[src/rtl/utl2_pkg.sv]
package utl2_pkg;
    localparam int CELL_LEN = 53;
    localparam logic [4:0] NULL_ADDR = 5'h1F;

    typedef enum logic [2:0] {
        ST_IDLE,
        ST_ARMED,
        ST_SEND,
        ST_STALL,
        ST_PARK
    } xfer_state_e;
endpackage

[src/rtl/cell_store.sv]
module cell_store
    import utl2_pkg::*;
#(
    parameter int CELLS = 4,
    parameter int DW    = 8
) (
    input  logic          clk,
    input  logic          rst_n,
    input  logic          ld_valid,
    input  logic [DW-1:0] ld_data,
    output logic          ld_ready,
    input  logic          rd_take,
    input  logic          rd_cell_end,
    output logic [DW-1:0] rd_byte,
    output logic          have_cell
);
    localparam int DEPTH = CELLS * CELL_LEN;
    localparam int AW    = $clog2(DEPTH);
    localparam int UW    = $clog2(DEPTH + 1);
    localparam int CW    = $clog2(CELLS + 1);
    localparam int PW    = $clog2(CELL_LEN);

    logic [DW-1:0] mem [DEPTH];
    logic [AW-1:0] wr_ptr, rd_ptr;
    logic [UW-1:0] used;
    logic [CW-1:0] cells;
    logic [PW-1:0] wr_cnt;
    logic          accept, wr_cell_end;

    assign ld_ready    = used < UW'(DEPTH);
    assign accept      = ld_valid && ld_ready;
    assign wr_cell_end = accept && (wr_cnt == PW'(CELL_LEN - 1));
    assign rd_byte     = mem[rd_ptr];
    assign have_cell   = cells != '0;

    always_ff @(posedge clk) begin
        if (accept) begin
            mem[wr_ptr] <= ld_data;
        end
    end

    always_ff @(posedge clk) begin
        if (!rst_n) begin
            wr_ptr <= '0;
            rd_ptr <= '0;
            used   <= '0;
            cells  <= '0;
            wr_cnt <= '0;
        end else begin
            if (accept) begin
                wr_ptr <= (wr_ptr == AW'(DEPTH - 1)) ? '0 : wr_ptr + 1'b1;
                wr_cnt <= wr_cell_end ? '0 : wr_cnt + 1'b1;
            end
            if (rd_take) begin
                rd_ptr <= (rd_ptr == AW'(DEPTH - 1)) ? '0 : rd_ptr + 1'b1;
            end
            if (accept && !rd_take) begin
                used <= used + 1'b1;
            end else if (!accept && rd_take) begin
                used <= used - 1'b1;
            end
            if (wr_cell_end && !rd_cell_end) begin
                cells <= cells + 1'b1;
            end else if (!wr_cell_end && rd_cell_end) begin
                cells <= cells - 1'b1;
            end
        end
    end

    // byte occupancy never exceeds the storage size
    p_no_overflow_r10: assert property (@(posedge clk) disable iff (!rst_n)
        (used == UW'(DEPTH)) |=> (used <= UW'(DEPTH)));

    // a byte is only taken while a complete cell is stored
    p_take_backed_r9: assert property (@(posedge clk) disable iff (!rst_n)
        rd_take |-> have_cell);

    // the cell count only drops on the edge that sends a 53rd byte
    p_pop_after_last_r9: assert property (@(posedge clk) disable iff (!rst_n)
        !rd_cell_end |=> (cells >= $past(cells)));
endmodule

[src/rtl/poll_reply.sv]
module poll_reply (
    input  logic clk,
    input  logic rst_n,
    input  logic addr_hit,
    input  logic have_cell,
    output logic clav,
    output logic clav_drive
);
    always_ff @(posedge clk) begin
        if (!rst_n) begin
            clav       <= 1'b0;
            clav_drive <= 1'b0;
        end else begin
            clav_drive <= addr_hit;
            clav       <= addr_hit && have_cell;
        end
    end

    // a cell-available answer is only given while the flag is driven
    p_clav_gated_r2: assert property (@(posedge clk) disable iff (!rst_n)
        clav |-> clav_drive);
endmodule

[src/rtl/xfer_fsm.sv]
module xfer_fsm
    import utl2_pkg::*;
#(
    parameter int DW = 8
) (
    input  logic          clk,
    input  logic          rst_n,
    input  logic          addr_hit,
    input  logic          enb,
    input  logic          have_cell,
    input  logic [DW-1:0] rd_byte,
    output logic          rd_take,
    output logic          rd_cell_end,
    output logic [DW-1:0] rx_data,
    output logic          rx_soc,
    output logic          rx_drive
);
    localparam int PW = $clog2(CELL_LEN);

    xfer_state_e   state, nxt;
    logic          load;
    logic [PW-1:0] pos;
    logic [DW-1:0] data_q;
    logic          soc_q;

    always_comb begin
        nxt  = state;
        load = 1'b0;
        unique case (state)
            ST_IDLE: begin
                if (!enb && addr_hit) nxt = ST_ARMED;
            end
            ST_ARMED: begin
                if (!enb) begin
                    nxt = addr_hit ? ST_ARMED : ST_IDLE;
                end else if (have_cell) begin
                    load = 1'b1;
                    nxt  = ST_SEND;
                end
            end
            ST_SEND, ST_STALL: begin
                if (enb) begin
                    if (have_cell) begin
                        load = 1'b1;
                        nxt  = ST_SEND;
                    end else begin
                        nxt = ST_ARMED;
                    end
                end else begin
                    nxt = addr_hit ? ST_STALL : ST_PARK;
                end
            end
            ST_PARK: begin
                nxt = (!enb && addr_hit) ? ST_ARMED : ST_IDLE;
            end
            default: nxt = ST_IDLE;
        endcase
    end

    assign rd_take     = load;
    assign rd_cell_end = load && (pos == PW'(CELL_LEN - 1));

    always_ff @(posedge clk) begin
        if (!rst_n) begin
            state <= ST_IDLE;
        end else begin
            state <= nxt;
        end
    end

    always_ff @(posedge clk) begin
        if (!rst_n) begin
            pos    <= '0;
            data_q <= '0;
            soc_q  <= 1'b0;
        end else if (load) begin
            data_q <= rd_byte;
            soc_q  <= (pos == '0);
            pos    <= rd_cell_end ? '0 : pos + 1'b1;
        end
    end

    always_comb begin
        rx_drive = (state == ST_SEND) || (state == ST_STALL) || (state == ST_PARK);
        rx_data  = rx_drive ? data_q : '0;
        rx_soc   = rx_drive && soc_q;
    end

    // the start flag accompanies only the byte at position zero
    p_soc_start_r4: assert property (@(posedge clk) disable iff (!rst_n)
        (load && pos == '0) |=> rx_soc);

    // later bytes carry no start flag
    p_soc_later_r5: assert property (@(posedge clk) disable iff (!rst_n)
        (load && pos != '0) |=> !rx_soc);

    // a parked bus is released on the next edge
    p_release_r6: assert property (@(posedge clk) disable iff (!rst_n)
        (state == ST_PARK) |=> !rx_drive);

    // a pause with the own address holds the byte on the bus
    p_stall_holds_r8: assert property (@(posedge clk) disable iff (!rst_n)
        (state == ST_SEND && !enb && addr_hit) |=> (rx_drive && $stable(rx_data)));

    // selection needs the own address with enable deasserted
    p_select_r3: assert property (@(posedge clk) disable iff (!rst_n)
        (state == ST_IDLE && !addr_hit) |=> (state == ST_IDLE));
endmodule

[src/rtl/phy_cell_responder.sv]
module phy_cell_responder
    import utl2_pkg::*;
#(
    parameter int CELLS = 4,
    parameter int DW    = 8
) (
    input  logic          clk,
    input  logic          rst_n,
    input  logic [4:0]    my_addr,
    input  logic [4:0]    bus_addr,
    input  logic          bus_en_n,
    output logic [DW-1:0] rx_data,
    output logic          rx_soc,
    output logic          rx_drive,
    output logic          clav,
    output logic          clav_drive,
    input  logic          ld_valid,
    input  logic [DW-1:0] ld_data,
    output logic          ld_ready
);
    logic          addr_hit;
    logic          have_cell;
    logic          rd_take, rd_cell_end;
    logic [DW-1:0] rd_byte;

    assign addr_hit = (bus_addr == my_addr) && (my_addr != NULL_ADDR);

    cell_store #(.CELLS(CELLS), .DW(DW)) u_store (
        .clk         (clk),
        .rst_n       (rst_n),
        .ld_valid    (ld_valid),
        .ld_data     (ld_data),
        .ld_ready    (ld_ready),
        .rd_take     (rd_take),
        .rd_cell_end (rd_cell_end),
        .rd_byte     (rd_byte),
        .have_cell   (have_cell)
    );

    poll_reply u_poll (
        .clk        (clk),
        .rst_n      (rst_n),
        .addr_hit   (addr_hit),
        .have_cell  (have_cell),
        .clav       (clav),
        .clav_drive (clav_drive)
    );

    xfer_fsm #(.DW(DW)) u_fsm (
        .clk         (clk),
        .rst_n       (rst_n),
        .addr_hit    (addr_hit),
        .enb         (!bus_en_n),
        .have_cell   (have_cell),
        .rd_byte     (rd_byte),
        .rd_take     (rd_take),
        .rd_cell_end (rd_cell_end),
        .rx_data     (rx_data),
        .rx_soc      (rx_soc),
        .rx_drive    (rx_drive)
    );

    // a poll of the own address is answered on the next clock
    p_poll_reply_r1: assert property (@(posedge clk) disable iff (!rst_n)
        (bus_addr == my_addr && my_addr != NULL_ADDR) |=> clav_drive);

    // the null address never produces an answer
    p_null_quiet_r7: assert property (@(posedge clk) disable iff (!rst_n)
        (my_addr == NULL_ADDR) |=> !clav_drive);
endmodule

[config.mk]
export PLATFORM = sky130hd
export DESIGN_NAME = phy_cell_responder
export DESIGN_NICKNAME = d
export VERILOG_FILES = /design/src/rtl/utl2_pkg.sv /design/src/rtl/cell_store.sv /design/src/rtl/poll_reply.sv /design/src/rtl/xfer_fsm.sv /design/src/rtl/phy_cell_responder.sv
export SDC_FILE = /design/constraint.sdc
export NUM_CORES = 2
export LEC_CHECK = 0
export BUFFER_PORTS_ARGS = -buffer_cell sky130_fd_sc_hd__buf_2
export CAP_MARGIN = 20
export CORE_UTILIZATION = 55
export DETAILED_ROUTE_END_ITERATION = 10
export GPL_TIMING_DRIVEN = 1
export PLACE_DENSITY = 0.77
export SETUP_SLACK_MARGIN = 0.1
export SLEW_MARGIN = 20
export SYNTH_ARGS = -nofsm -noshare
export SYNTH_HDL_FRONTEND = slang
export SYNTH_SLANG_ARGS = --single-unit
export TNS_END_PERCENT = 1
[constraint.sdc]
create_clock -name clk -period 8.6 [get_ports clk]
set_input_delay 0 -clock clk [delete_from_list [all_inputs] [get_ports clk]]
set_output_delay 0 -clock clk [all_outputs]
set_load 0.05 [all_outputs]
==> metrics.txt <==
Setup crit end kind=flip-flop; DRC violations left=0; area of the core=122500 um2; Vias per Instance=6.741; combinational cell fraction of total power=0.015; sequential group share of total power=0.554; peak ir drop on the vdd network=0.2250 mV; post-synthesis cell area=68370 um2; remaining antenna violation count=0; number of synthesized flops with an enable pin=1696; Finished Cell Area=75700 um2; final standard cell count with taps included and fillers excluded=5118; number of warnings printed during yosys synthesis=0; total met3 wirelength after detailed routing=20050 um; width of the die=354.6 um; Worst slew margin=0.2116; vias in the first global route=34360; Setup Fix Bufs, Post-CTS=0; library cells used by synthesis=67; relative area change from synthesis to final layout=10.73%; Final HPWL DP=97680 um; reg2reg setup slack=4.24 ns; Layout Utilization=0.6179; leading cell type in the layout, fill and taps excluded=sky130_fd_sc_hd__edfxtp_1; count of routing violations after the opening detailed-route iteration=5263; Top-Level Pins=35; Crit Path Max Fanout=41; CTS H-tree lvls=4; synthesized instance count=3263; # clock sinks=1749; critical path type=flip-flop to flip-flop; Worst EP arrival=5.04 ns; TritonCTS clock tree=built; unrepaired setup endpoints after global routing=false; count of buffers from port buffering=34; insertion delay to the later sink of the worst-skew pair=0.79 ns; post-synthesis async set-or-reset flop share=0; fraction of layout instances using a drive strength above 1=0.2329; setup TNS=0 ns; sum of routed wire length over all layers=167900 um; launch point of the worst reg-to-reg path=u_store.rd_ptr[2]; total placed cells including tap cells=4790; Die Outline Area=125700 um2; largest net degree at the start of global routing=140; clock tree root buffer cell=sky130_fd_sc_hd__clkbuf_16; Critical path destination=u_fsm.data_q[5]; global-route usage over all layers=0.2693; commonest register cell after synthesis=sky130_fd_sc_hd__edfxtp_1; vias post-DR=34500; wire length of the first global-routing pass=242200 um; depth of the worst register-to-register path=7; Placed Area=70120 um2; clock slew at reported path FFs=0.06 ns; Setup crit start kind=flip-flop; CP required=9.28 ns; initial cell density of the core=0.5580; average size of a mapped cell=20.95 um2; number of max-cap violations=0; count of pins over their slew limit=0; synthesized net count=3304; achievable frequency=229.2 MHz; met2 routed wirelength=79000 um; average wire length per cell after detail routing=32.81 um; Hold WC Path Type=primary input to flip-flop; number of detailed-route iterations in the first pass=8; Met1 Routed Length=61300 um; Num CTS Buffers=166; post-route clock period utilization=0.5074; net switching share of the total power=0.2007; transition time at the pin with the least slew margin=1.183 ns; Net count, final=3392; post-synthesis register bit count=1749; switching component of the power=0.003390 W; internal power=0.01351 W; Hold Violations, Final=0; outcome=completed; DIE HEIGHT=354.6 um; GRT overflow=0; total power per unit cell area=223.2 nW/um2; share of total power in the clock network=0.431; setup clock skew after layout=0.04345 ns; Setup Viol. Count Final=0; number of gates given a new drive strength after cts=0; top library cells by usage in the layout, fill and taps aside=sky130_fd_sc_hd__edfxtp_1, sky130_fd_sc_hd__mux4_2, sky130_fd_sc_hd__nor2_1; cts-stage hold buffer count=17; post-synthesis sequential area ratio=0.7605; static leakage=22.60 nW; critical path startpoint=u_store.rd_ptr[2]; start point of the worst hold path=my_addr[1]; routability congestion estimate from global placement=0.9053; Max Root-Sink Buffers=3; minimum clock period=4.363 ns; Placement Rows=128; endpoint of the most critical register-to-register path=u_fsm.data_q[5]; worst slack on hold paths=0.2058 ns; highest routed layer=met5; antenna violations before repair=3
critical path, cell delays in order, from the launching register on:
cell and delay, ns:
sky130_fd_sc_hd__dfxtp_4 0.67, sky130_fd_sc_hd__buf_4 0.79, sky130_fd_sc_hd__and2_2 1.08, sky130_fd_sc_hd__a21oi_1 0.23
sky130_fd_sc_hd__o211ai_1 0.29, sky130_fd_sc_hd__o21ai_0 0.24, sky130_fd_sc_hd__or4_1 0.54, sky130_fd_sc_hd__a311oi_1 0.38
layout make-up:
cell class | count | area [um2]
inverters | 16 | 60.06
well taps | 1625 | 2033
repair buffers | 106 | 905.9
multi-input cells | 1312 | 15320
fillers | 7979 | 46820
clock inverters | 91 | 953.4
flip-flops and latches | 1749 | 52010
diodes | 2 | 5.005
clock buffers | 217 | 4418
cell families after synthesis:
kind of cell / share of synthesized area
DFF: 0.7605
adders and majority gates: 0.003697
and+or+nand+nor: 0.03344
xor gates and xnor gates: 0.004356
AOI/OAI and AO/OA: 0.02247
muxes: 0.1591
buffers and inverters: 0.01643
how the worst min path moves through the flow:
stage | to | slack, ns | cells after the start
after floorplan | u_store.mem[0][0] | 0.1 | 0
after global placement | u_fsm.state[2] | 0.33 | 3
after global routing | u_store.mem[117][0] | 0.23 | 2
final | u_fsm.state[2] | 0.21 | 5
after detailed placement | u_fsm.state[2] | 0.35 | 3
after CTS | u_fsm.state[2] | 0.18 | 5
per-stage QoR:
step	total power, W	setup WS (ns)
6_report	0.01690	4.237
5_1_grt	0.01725	4.182
4_1_cts	0.01692	4.325
3_5_place_dp	0.009788	4.345
3_3_place_gp	0.009777	4.214
2_1_floorplan	0.009610	4.330
synthesized netlist by cell type, types with 3 or more instances:
master                      number  area [um2]
sky130_fd_sc_hd__dfxtp_1        53        1061
sky130_fd_sc_hd__a22oi_1        49       367.9
sky130_fd_sc_hd__and3_1          4       25.02
sky130_fd_sc_hd__a21boi_0        3       22.52
sky130_fd_sc_hd__nor2b_1        27       168.9
sky130_fd_sc_hd__a31oi_1        11       68.82
sky130_fd_sc_hd__a21oi_1        45       225.2
sky130_fd_sc_hd__o22ai_1        12       75.07
sky130_fd_sc_hd__buf_6          17       191.4
sky130_fd_sc_hd__nor2_1        278        1044
sky130_fd_sc_hd__nor4_1          5       31.28
sky130_fd_sc_hd__inv_1          13       48.80
sky130_fd_sc_hd__o211ai_1        8       60.06
sky130_fd_sc_hd__nand3_1        27       135.1
sky130_fd_sc_hd__a311oi_1        4       35.03
sky130_fd_sc_hd__buf_4          37       277.8
sky130_fd_sc_hd__a22o_1          9       78.83
sky130_fd_sc_hd__mux2_2         10       112.6
sky130_fd_sc_hd__or2_2           3       18.77
sky130_fd_sc_hd__a32oi_1         6       52.55
sky130_fd_sc_hd__nand2_1       104       390.4
sky130_fd_sc_hd__a211oi_1        9       67.56
sky130_fd_sc_hd__mux4_2        459       10340
sky130_fd_sc_hd__ha_1           17       212.7
sky130_fd_sc_hd__o21ai_0        30       150.1
sky130_fd_sc_hd__mux2i_1        43       430.4
sky130_fd_sc_hd__buf_1           9       33.78
sky130_fd_sc_hd__a21o_1          3       22.52
sky130_fd_sc_hd__a221oi_1        8       70.07
sky130_fd_sc_hd__edfxtp_1     1696       50930
sky130_fd_sc_hd__nand4_1        14       87.58
sky130_fd_sc_hd__nand4b_1        3       26.28
sky130_fd_sc_hd__and2_1         14       87.58
sky130_fd_sc_hd__xor2_1         16       140.1
sky130_fd_sc_hd__nor3b_1         5       37.54
sky130_fd_sc_hd__nand2b_1        9       56.30
sky130_fd_sc_hd__or3_1           5       31.28
sky130_fd_sc_hd__buf_2          44       220.2
sky130_fd_sc_hd__nor3_1         19       95.09
sky130_fd_sc_hd__xnor2_1        18       157.7
sky130_fd_sc_hd__clkbuf_1       76       285.3
sky130_fd_sc_hd__a2111oi_0       4       35.03
power by group through the flow:
| stage | Sequential [W] | Combinational [W] | Clock [W] |
|---|---|---|---|
| finish | 0.00936 | 0.000253 | 0.00728 |
| global route | 0.00936 | 0.000269 | 0.00762 |
| CTS | 0.00936 | 0.000248 | 0.00730 |
| detailed placement | 0.00954 | 0.000243 | 0 |
| global placement | 0.00954 | 0.000234 | 0 |
| floorplan | 0.00954 | 0.0000677 | 0 |
per-layer routing:
layer / vias up / track usage
li1: 13670 / -
met1: 17890 / 0.3738
met2: 2475 / 0.4124
met3: 466 / 0.06864
met4: 2 / 0.1099
met5: - / 0.001509
sequential cells by signal (all words and copies together), names as in the netlist, 3 cells and up:
register and cells:
u_store.wr_cnt 6, u_fsm.state 3, u_store.used 8, u_store.mem 1696, u_fsm.pos 6, u_store.wr_ptr 8, u_store.rd_ptr 8, u_fsm.data_q 8
u_store.cells 3
No activity file was read; power rests on OpenSTA's default activity.
